===== config.mk =====
export PLATFORM = sky130hd
export DESIGN_NAME = chg_fault_sup
export DESIGN_NICKNAME = d
export VERILOG_FILES = /design/src/rtl/chg_fault_pkg.sv /design/src/rtl/chg_fault_qual.sv /design/src/rtl/chg_fault_blank.sv /design/src/rtl/chg_fault_tpulse.sv /design/src/rtl/chg_fault_sup.sv
export SDC_FILE = /design/constraint.sdc
export NUM_CORES = 1
export LEC_CHECK = 0
export BUFFER_PORTS_ARGS = -buffer_cell sky130_fd_sc_hd__buf_2
export CORE_MARGIN = 4
export CORE_UTILIZATION = 30
export DETAILED_ROUTE_END_ITERATION = 6
export PLACE_DENSITY = 0.55
export SKIP_CTS_REPAIR_TIMING = 1
export SYNTH_ARGS = -nofsm -noshare
export SYNTH_HDL_FRONTEND = slang
export SYNTH_SLANG_ARGS = --single-unit

===== constraint.sdc =====
create_clock -name clk -period 5.5 [get_ports clk]
set_input_delay 0 -clock clk [delete_from_list [all_inputs] [get_ports clk]]
set_output_delay 0 -clock clk [all_outputs]
set_load 0.01 [all_outputs]

===== src/rtl/chg_fault_pkg.sv =====
// Package: shared cause codes and the threshold mapping of the fault supervisor.
// Assumes level codes 0..3 = 5/9/12/20 V, 4 = continuous mode, 5..7 unused.
package chg_fault_pkg;

    typedef enum logic [1:0] {
        CZ_NONE     = 2'd0,
        CZ_OVERVOLT = 2'd1,
        CZ_SOCKET   = 2'd2,
        CZ_OVERTEMP = 2'd3
    } cause_t;

    localparam logic [2:0] LVL_CONT = 3'd4;

    // Threshold code for a level/class pair (codes rise with the threshold voltage).
    function automatic logic [1:0] thr_code(input logic [2:0] lvl, input logic cls_b);
        logic [1:0] code;
        case (lvl)
            3'd1:     code = 2'd1;
            3'd2:     code = 2'd2;
            3'd3:     code = 2'd3;
            LVL_CONT: code = cls_b ? 2'd3 : 2'd2;
            default:  code = 2'd0;
        endcase
        return code;
    endfunction

endpackage


===== src/rtl/chg_fault_qual.sv =====
// Qualification counter: counts ticks while a fault condition holds and flags
// a trip on the tick that completes LIMIT consecutive ticks.
// Assumes LIMIT >= 1. The count clears in any cycle where the condition is low.
module chg_fault_qual #(
    parameter int unsigned LIMIT = 50
) (
    input  logic clk,
    input  logic rst_n,
    input  logic cond_i,
    input  logic tick_i,
    output logic trip_o
);
    localparam int unsigned W = $clog2(LIMIT) + 1;
    localparam logic [W-1:0] TOP = W'(LIMIT - 1);

    logic [W-1:0] cnt_q;

    // Count consecutive ticks of the condition, saturating at the trip point.
    always_ff @(posedge clk) begin
        if (!rst_n)                         cnt_q <= '0;
        else if (!cond_i)                   cnt_q <= '0;
        else if (tick_i && (cnt_q != TOP))  cnt_q <= cnt_q + 1'b1;
    end

    assign trip_o = cond_i && tick_i && (cnt_q == TOP);
endmodule


===== src/rtl/chg_fault_blank.sv =====
// Blanking window: after a level-change strobe, masks the over-voltage check
// for the strobe cycle plus BLANK_TICKS timebase ticks.
// Assumes the strobe is one cycle wide. A new strobe restarts the window.
module chg_fault_blank #(
    parameter int unsigned BLANK_TICKS = 500
) (
    input  logic clk,
    input  logic rst_n,
    input  logic chg_i,
    input  logic tick_i,
    output logic blank_o
);
    localparam int unsigned W = $clog2(BLANK_TICKS + 1);
    localparam logic [W-1:0] LOAD = W'(BLANK_TICKS);

    logic [W-1:0] left_q;

    // Load the window on a strobe and drain it one tick at a time.
    always_ff @(posedge clk) begin
        if (!rst_n)                        left_q <= '0;
        else if (chg_i)                    left_q <= LOAD;
        else if (tick_i && left_q != '0)   left_q <= left_q - 1'b1;
    end

    assign blank_o = chg_i || (left_q != '0);
endmodule


===== src/rtl/chg_fault_tpulse.sv =====
// Temperature-source pulser: on for ON_TICKS ticks, then off for OFF_TICKS
// ticks, repeating. It starts in the on phase after reset.
// Assumes both durations are >= 1.
module chg_fault_tpulse #(
    parameter int unsigned ON_TICKS  = 12000,
    parameter int unsigned OFF_TICKS = 100000
) (
    input  logic clk,
    input  logic rst_n,
    input  logic tick_i,
    output logic on_o
);
    localparam int unsigned MAXT = (ON_TICKS > OFF_TICKS) ? ON_TICKS : OFF_TICKS;
    localparam int unsigned W = $clog2(MAXT) + 1;
    localparam logic [W-1:0] ON_END  = W'(ON_TICKS - 1);
    localparam logic [W-1:0] OFF_END = W'(OFF_TICKS - 1);

    logic         on_q;
    logic [W-1:0] ph_q;

    // Advance the phase counter on ticks and flip phase at each boundary.
    always_ff @(posedge clk) begin
        if (!rst_n) begin
            on_q <= 1'b1;
            ph_q <= '0;
        end else if (tick_i) begin
            if (on_q && ph_q == ON_END) begin
                on_q <= 1'b0;
                ph_q <= '0;
            end else if (!on_q && ph_q == OFF_END) begin
                on_q <= 1'b1;
                ph_q <= '0;
            end else begin
                ph_q <= ph_q + 1'b1;
            end
        end
    end

    assign on_o = on_q;
endmodule


===== src/rtl/chg_fault_sup.sv =====
// Charger fault supervisor top. It qualifies the over-voltage, socket and
// over-temperature flags, latches a sticky fault with the first cause, maps
// level/class to an over-voltage threshold code and pulses the temperature
// source. Undervoltage acts as a synchronous reset. Durations are in ticks.
module chg_fault_sup
    import chg_fault_pkg::*;
#(
    parameter int unsigned OV_QUAL   = 50,
    parameter int unsigned OV_BLANK  = 500,
    parameter int unsigned SOCK_QUAL = 40000,
    parameter int unsigned OT_QUAL   = 1000,
    parameter int unsigned TEMP_ON   = 12000,
    parameter int unsigned TEMP_OFF  = 100000
) (
    input  logic       clk,
    input  logic       rst_n,
    input  logic       uv_low_i,
    input  logic       tick_i,
    input  logic       ov_flag_i,
    input  logic       sock_flag_i,
    input  logic       ot_flag_i,
    input  logic [2:0] level_i,
    input  logic       class_b_i,
    input  logic       level_chg_i,
    output logic       fault_o,
    output logic [1:0] thr_sel_o,
    output logic       temp_en_o,
    output logic [1:0] cause_o
);
    localparam int unsigned NCH = 3;   // 0 over-voltage, 1 socket, 2 over-temperature
    localparam int unsigned QLIM [NCH] = '{OV_QUAL, SOCK_QUAL, OT_QUAL};

    logic           run_n;
    logic           blanked;
    logic           src_on;
    logic [NCH-1:0] cond;
    logic [NCH-1:0] trip;
    logic           fault_q;
    cause_t         cause_q;
    cause_t         cause_d;

    // Combined synchronous reset: external reset or supply undervoltage.
    assign run_n = rst_n && !uv_low_i;

    chg_fault_blank #(.BLANK_TICKS(OV_BLANK)) u_blank (
        .clk(clk), .rst_n(run_n), .chg_i(level_chg_i), .tick_i(tick_i), .blank_o(blanked)
    );

    chg_fault_tpulse #(.ON_TICKS(TEMP_ON), .OFF_TICKS(TEMP_OFF)) u_tpulse (
        .clk(clk), .rst_n(run_n), .tick_i(tick_i), .on_o(src_on)
    );

    // Qualified conditions fed to the per-fault counters.
    assign cond[0] = ov_flag_i && !blanked;
    assign cond[1] = sock_flag_i;
    assign cond[2] = ot_flag_i && src_on;

    for (genvar i = 0; i < NCH; i++) begin : g_qual
        chg_fault_qual #(.LIMIT(QLIM[i])) u_qual (
            .clk(clk), .rst_n(run_n), .cond_i(cond[i]), .tick_i(tick_i), .trip_o(trip[i])
        );
    end

    // Priority encode the trips: over-voltage, then over-temperature, then socket.
    always_comb begin
        if (trip[0])      cause_d = CZ_OVERVOLT;
        else if (trip[2]) cause_d = CZ_OVERTEMP;
        else if (trip[1]) cause_d = CZ_SOCKET;
        else              cause_d = CZ_NONE;
    end

    // Latch the first fault and its cause until reset.
    always_ff @(posedge clk) begin
        if (!run_n) begin
            fault_q <= 1'b0;
            cause_q <= CZ_NONE;
        end else if (!fault_q && (trip != '0)) begin
            fault_q <= 1'b1;
            cause_q <= cause_d;
        end
    end

    assign fault_o   = fault_q;
    assign cause_o   = cause_q;
    assign thr_sel_o = thr_code(level_i, class_b_i);
    assign temp_en_o = src_on && run_n;
endmodule


==> results of run 1 <==
[cells in the mapped netlist (5+ instances only)]
cell       n
xor2_1    33
nor4_1     6
inv_1     10
and3_1     9
ha_1       6
o21ai_0   11
nand4_1   11
clkbuf_1   5
nor3_1     9
xnor2_1   17
nand2_1   30
nand3_1   21
a21oi_1    8
dfxtp_1   66
nor2_1    64
[registers in the layout, indices dropped and copies added, names as in the netlist]
signal / flops
g_qual.u_qual.cnt_q: 35
u_tpulse.ph_q: 18
u_blank.left_q: 9
cause_o: 2
fault_o: 1
u_tpulse.on_o: 1
[stage by stage]
stage | instances | cell area, sq um | hold WS, ps
CTS | 518 | 3500 | -28.6
global route | 519 | 3510 | 79.1
floorplan | 361 | 3100 | 90.4
finish | 519 | 3510 | 63.0
detailed placement | 503 | 3310 | 295
global placement | 503 | 3310 | 280
[layer usage]
metal / track usage / up-vias / part of all wire / wire length (um)
met2: 0.171 / 21 / 0.42 / 2540
met5: 0 / - / 0 / 0
li1: - / 1293 / - / -
met1: 0.143 / 1106 / 0.53 / 3150
met4: 0.0588 / 0 / 0.021 / 123
met3: 0.0264 / 11 / 0.029 / 174
[cell type report]
cell class | count | area, sq um | share of cell area
Clock inverter | 5 | 55.1 | 0.0157
Multi-Input combinational cell | 276 | 1690 | 0.482
Inverter | 10 | 37.5 | 0.0107
Tap cell | 133 | 166 | 0.0473
Sequential cell | 66 | 1320 | 0.376
Clock buffer | 10 | 138 | 0.0392
Timing Repair Buffer | 19 | 103 | 0.0292
[logic make-up (layout without fill, tap and decap cells)]
kind of cell	Yosys count	count (layout)	synth area share
compound gates	39	39	0.0832
xor+xnor	50	50	0.141
fa+ha+maj	6	6	0.0242
buf+inv	19	44	0.0270
flops	66	66	0.426
mux	2	2	0.00646
simple gates	179	179	0.291
[power breakdown]
part / switching (mW) / internal (mW)
sequential: 0.00413 / 0.482
combinational: 0.0319 / 0.0232
clock: 0.186 / 0.218
total: 0.222 / 0.723
[worst paths after layout]
kind	slack (ps)	start	cells past startpoint	to
worst max-delay path	3480	u_blank.left_q[0]	6	g_qual[0].u_qual.cnt_q[1]
worst min-delay path	60	uv_low_i	4	u_tpulse.on_o
worst max register to register	3480	u_blank.left_q[0]	6	g_qual[0].u_qual.cnt_q[1]
worst min register to register	470	cause_o[0]	2	cause_o[0]
[worst max-delay path: cells and delay by family (launching register included)]
family / cells / cell delay [ps]
buffers and inverters: 1 / 60
AND/OR/NAND/NOR: 3 / 1070
AO/OA/AOI/OAI: 1 / 240
adder cells (fa/ha/maj): 1 / 240
flip-flops: 1 / 330
==> key figures, run 1 <==
Min path
  – Worst hold path type: in -> reg

Routing
  – Vias: about 2,400
  – DRT iter0 DRCs: approximately 110
  – DR vias/cell: roughly 4.7
  – DRC Markers: 0
  – Drt first pass iters: 4
  – Routed Antenna Nets: 0
  – WL/cell: around 12 um
  – Final wirelength: about 6000 um

Power and ir drop
  – Total Power: around 0.95 mW
  – Maximum vdd ir drop: approximately 120 uV
  – Power Dens Cells: 269 mW/mm^2
  – P_leak: 1.20 nW

Floorplanning
  – Die H: 110 um
  – Cell Rows: 36
  – Initial Util: 0.313
  – # IOs: 18
  – Floorplan Core Area: 0.00991 sq mm
  – Die X-Extent: roughly 110 um
  – Die area: roughly 0.012 sq mm

Layout
  – Area Growth Syn to Fin: 13.4%
  – Fin util: 0.355
  – Most frequent cells in the layout: dfxtp_1 (66), nor2_1 (64), xor2_1 (33), nand2_1 (30), nand3_1 (21)
  – Fillers: between 1,000 and 1,500
  – Commonest non-fill, non-tap cell in the layout: dfxtp_1
  – Share of cells above drive strength 1: 0.0984
  – Antenna diodes: 0
  – Nets: 400

Synth
  – Synth Net Count: approximately 380
  – Synth area leaders: dfxtp_1 (43%), xor2_1 (9.3%), nor2_1 (7.8%)
  – Distinct cell type count of the synthesized netlist: 49
  – Post-Syn Area: approximately 0.0031 sq mm
  – Synth Area per Inst: between 8 and 9 sq um
  – Post-synthesis sequential area ratio: 0.426
  – Synth Flop Type: dfxtp_1
  – YS warnings: 0
  – Ys async rst share: 0
  – Share of the synthesized area in the top cell type: 0.426
  – Flops & latches, synth: 66
  – Post-synth top area cell: dfxtp_1
  – Post-Synthesis Cells: about 360
  – EDFF count, synth: 0

GRT
  – Vias in the first global route: approximately 2,400
  – Initial antenna violation count: 0
  – First-pass GRT wire length: 10,600 um
  – Largest net degree at the start of global routing: 23
  – Total GRT Usage: 0.111
  – Total gr overflow: 0

Setup path
  – Data arrival, critical path: approximately 2300 ps
  – Startpoint Class: register
  – CP max stage cell: or3b_2
  – Largest stage delay, worst path: between 400 and 500 ps
  – CP endpoint kind: register
  – Worst-path fanout max: 7
  – Setup Crit Path Kind: reg -> reg
  – Worst EP required: around 5800 ps
  – Critical path cell sequence: inv_1 > ha_1 > or3b_2 > nor4_1 > nand3_1 > a211oi_1

Clock network
  – Root Driver: clkbuf_8
  – Cts bufs inserted: 9
  – CTS tree: built
  – Max H-tree Level: 3
  – Deepest clock path buffer count: 2
  – Clock transition at path regs: around 70 ps
  – Sink Count: 66
  – Clk_lat worst skew: between 300 and 400 ps

Timing
  – Final Critical Period: 2020 ps
  – Worst Tran Pin Value: about 610 ps
  – Final setup viols: 0
  – FMAX: between 400 and 500 MHz
  – Final hold violation count: 0
  – Worst slew margin: 0.588
  – Final worst setup slack: ~3500 ps
  – Clock skew: around 12 ps
  – Tcrit/Tclk final: 0.368
  – Final slew viol count: 0
  – Setup tns final: 0 ps
  – RSZ-0062 raised after global routing: false

Status
  – Outcome: complete, no violations

Placement
  – Buffers on Ports: 17
  – Place WS: 3470 ps
  – Final weighted congestion in routability-driven placement: approximately 0.73
  – Hpwl dp: between 4000 and 5000 um

Job
  – MaxCap Viol Count: 0
(Power assumes the default switching activity.)
==> run 2: changes to the inputs <==
==> constraint.sdc (replaced) <==
create_clock -name clk -period 2.05 [get_ports clk]
set_input_delay 0 -clock clk [delete_from_list [all_inputs] [get_ports clk]]
set_output_delay 0 -clock clk [all_outputs]
set_load 0.01 [all_outputs]
==> key figures, run 2 (synthesized netlist as in run 1, its figures left out) <==
Status
  – Outcome: complete, no violations

Power and ir drop
  – Reg power frac: 0.480
  – Power Dens Cells: between 700 and 800 mW/mm^2
  – Maximum vdd ir drop: 378 uV
  – Int Pwr: around 2.1 mW
  – Combinational Power Share: 0.058
  – Sw frac: 0.221
  – Sw power: approximately 0.60 mW
  – P_leak: between 1 and 1.5 nW
  – Clock power share: 0.462

Timing
  – Final Critical Period: between 1500 and 2000 ps
  – Final setup viols: 0
  – Clock skew: 13.1 ps
  – FMAX: roughly 520 MHz
  – Worst slew margin: 0.624
  – Worst Tran Pin Value: roughly 560 ps
  – Final worst setup slack: about 120 ps
  – Tcrit/Tclk final: 0.940
  – Setup tns final: 0 ps
  – Final slew viol count: 0
  – Final hold violation count: 0
  – RSZ-0062 raised after global routing: false

Layout
  – Fillers: between 1,000 and 1,500
  – Multi-input gate area: 0.00171 sq mm
  – Share of cells above drive strength 1: 0.122
  – Number of flip-flops in the largest register: 35
  – Antenna diodes: 0
  – Nets: a little over 400
  – Biggest regs: g_qual.u_qual.cnt_q x35, u_tpulse.ph_q x18, u_blank.left_q x9
  – Biggest register: g_qual.u_qual.cnt_q
  – Most frequent cells in the layout: dfxtp_1 (66), nor2_1 (64), xor2_1 (33), nand2_1 (30), nand3_1 (21)
  – Register area: around 0.0013 sq mm
  – Commonest non-fill, non-tap cell in the layout: dfxtp_1
  – Area Growth Syn to Fin: 17.3%

Clock network
  – Deepest clock path buffer count: 2
  – Clk_lat worst skew: 340 ps
  – Sink Count: 66
  – Cts bufs inserted: 9
  – Root Driver: clkbuf_8
  – CTS tree: built
  – Clock transition at path regs: about 70 ps
  – Max H-tree Level: 3

Routing
  – DRT iter0 DRCs: 154
  – Vias: around 2,500
  – Drt first pass iters: 4
  – DR vias/cell: 4.77
  – WL/cell: about 12 um
  – Final wirelength: 6200 um
  – Routed Antenna Nets: 0
  – DRC Markers: 0

GRT
  – First-pass GRT wire length: 10,900 um
  – Initial antenna violation count: 0
  – Total GRT Usage: 0.113
  – Vias in the first global route: 2,437
  – Largest net degree at the start of global routing: 18
  – Total gr overflow: 0

Placement
  – Hpwl dp: 4350 um
  – Final weighted congestion in routability-driven placement: 0.769
  – Place WS: ~140 ps
  – Buffers on Ports: 17

Setup path
  – Crit path launch: u_blank.left_q[0]
  – Data arrival, critical path: 2120 ps
  – Reg2reg setup slack: about 120 ps
  – RR Startpoint: u_blank.left_q[0]
  – CP endpoint kind: register
  – Worst EP required: roughly 2300 ps
  – Critical path endpoint: u_blank.left_q[7]
  – Reg-to-reg endpoint: u_blank.left_q[7]
  – Startpoint Class: register
  – R2R cell count: 7
  – Worst-path fanout max: 9
  – Setup Crit Path Kind: reg -> reg

Floorplanning
  – # IOs: 18
  – Die area: about 0.012 sq mm
  – Die H: between 100 and 150 um
  – Cell Rows: 36
  – Initial Util: 0.313
  – Floorplan Core Area: around 0.0099 sq mm
  – Die X-Extent: around 110 um

Job
  – MaxCap Viol Count: 0

Min path
  – Worst hold path type: in -> reg
-- run 2: stage by stage --
stage / utilization / area (sq um) / hold slack (ps) / cells / total power [mW]
6_report: 0.367 / 3640 / 76.9 / 528 / 2.72
5_1_grt: 0.367 / 3640 / 86.7 / 528 / 2.84
4_1_cts: 0.365 / 3610 / -22.5 / 527 / 2.75
3_5_place_dp: 0.342 / 3380 / 287 / 511 / 1.49
3_3_place_gp: 0.342 / 3380 / 279 / 511 / 1.49
2_1_floorplan: - / 3100 / 90.4 / 361 / 1.45
-- run 2: critical path: stages, from the launching register on --
cell     delay (ps)
dfxtp_1         330
inv_1            60
ha_1            150
or3b_2          500
o31a_1          390
nand3_1         150
xor2_1          150
a21oi_1          80
-- run 2: worst min path at each step --
stage                start           endpoint  cells after the start
6_report            tick_i   u_tpulse.ph_q[1]                      3
5_1_grt        sock_flag_i            fault_o                      3
4_1_cts        level_chg_i  u_blank.left_q[1]                      2
3_5_place_dp    level_i[0]       thr_sel_o[1]                      3
3_3_place_gp    level_i[0]       thr_sel_o[1]                      3
2_1_floorplan   level_i[2]       thr_sel_o[0]                      1
-- run 2: power groups by stage --
stage	Clock, mW	Combinational (mW)	Sequential, mW
final	1.26	0.157	1.31
after CTS	1.29	0.156	1.31
after detailed placement	0	0.155	1.34
after global routing	1.35	0.180	1.31
after global placement	0	0.153	1.33
after floorplan	0	0.117	1.33
-- run 2: routing by layer --
metal | GRT usage | wire length (um) | up-vias | share of wire
met1 | 0.151 | 3150 | 1179 | 0.51
met3 | 0.0335 | 189 | 2 | 0.030
li1 | - | - | 1311 | -
met5 | 0 | 0 | - | 0
met2 | 0.173 | 2820 | 27 | 0.45
met4 | 0.0383 | 37 | 0 | 0.0060
-- run 2: cell type report --
type / count / area share
Clock buffer: 12 / 0.0427
Clock inverter: 4 / 0.0203
Inverter: 10 / 0.0103
Multi-Input combinational cell: 276 / 0.469
Sequential cell: 66 / 0.363
Tap cell: 133 / 0.0458
Timing Repair Buffer: 27 / 0.0482
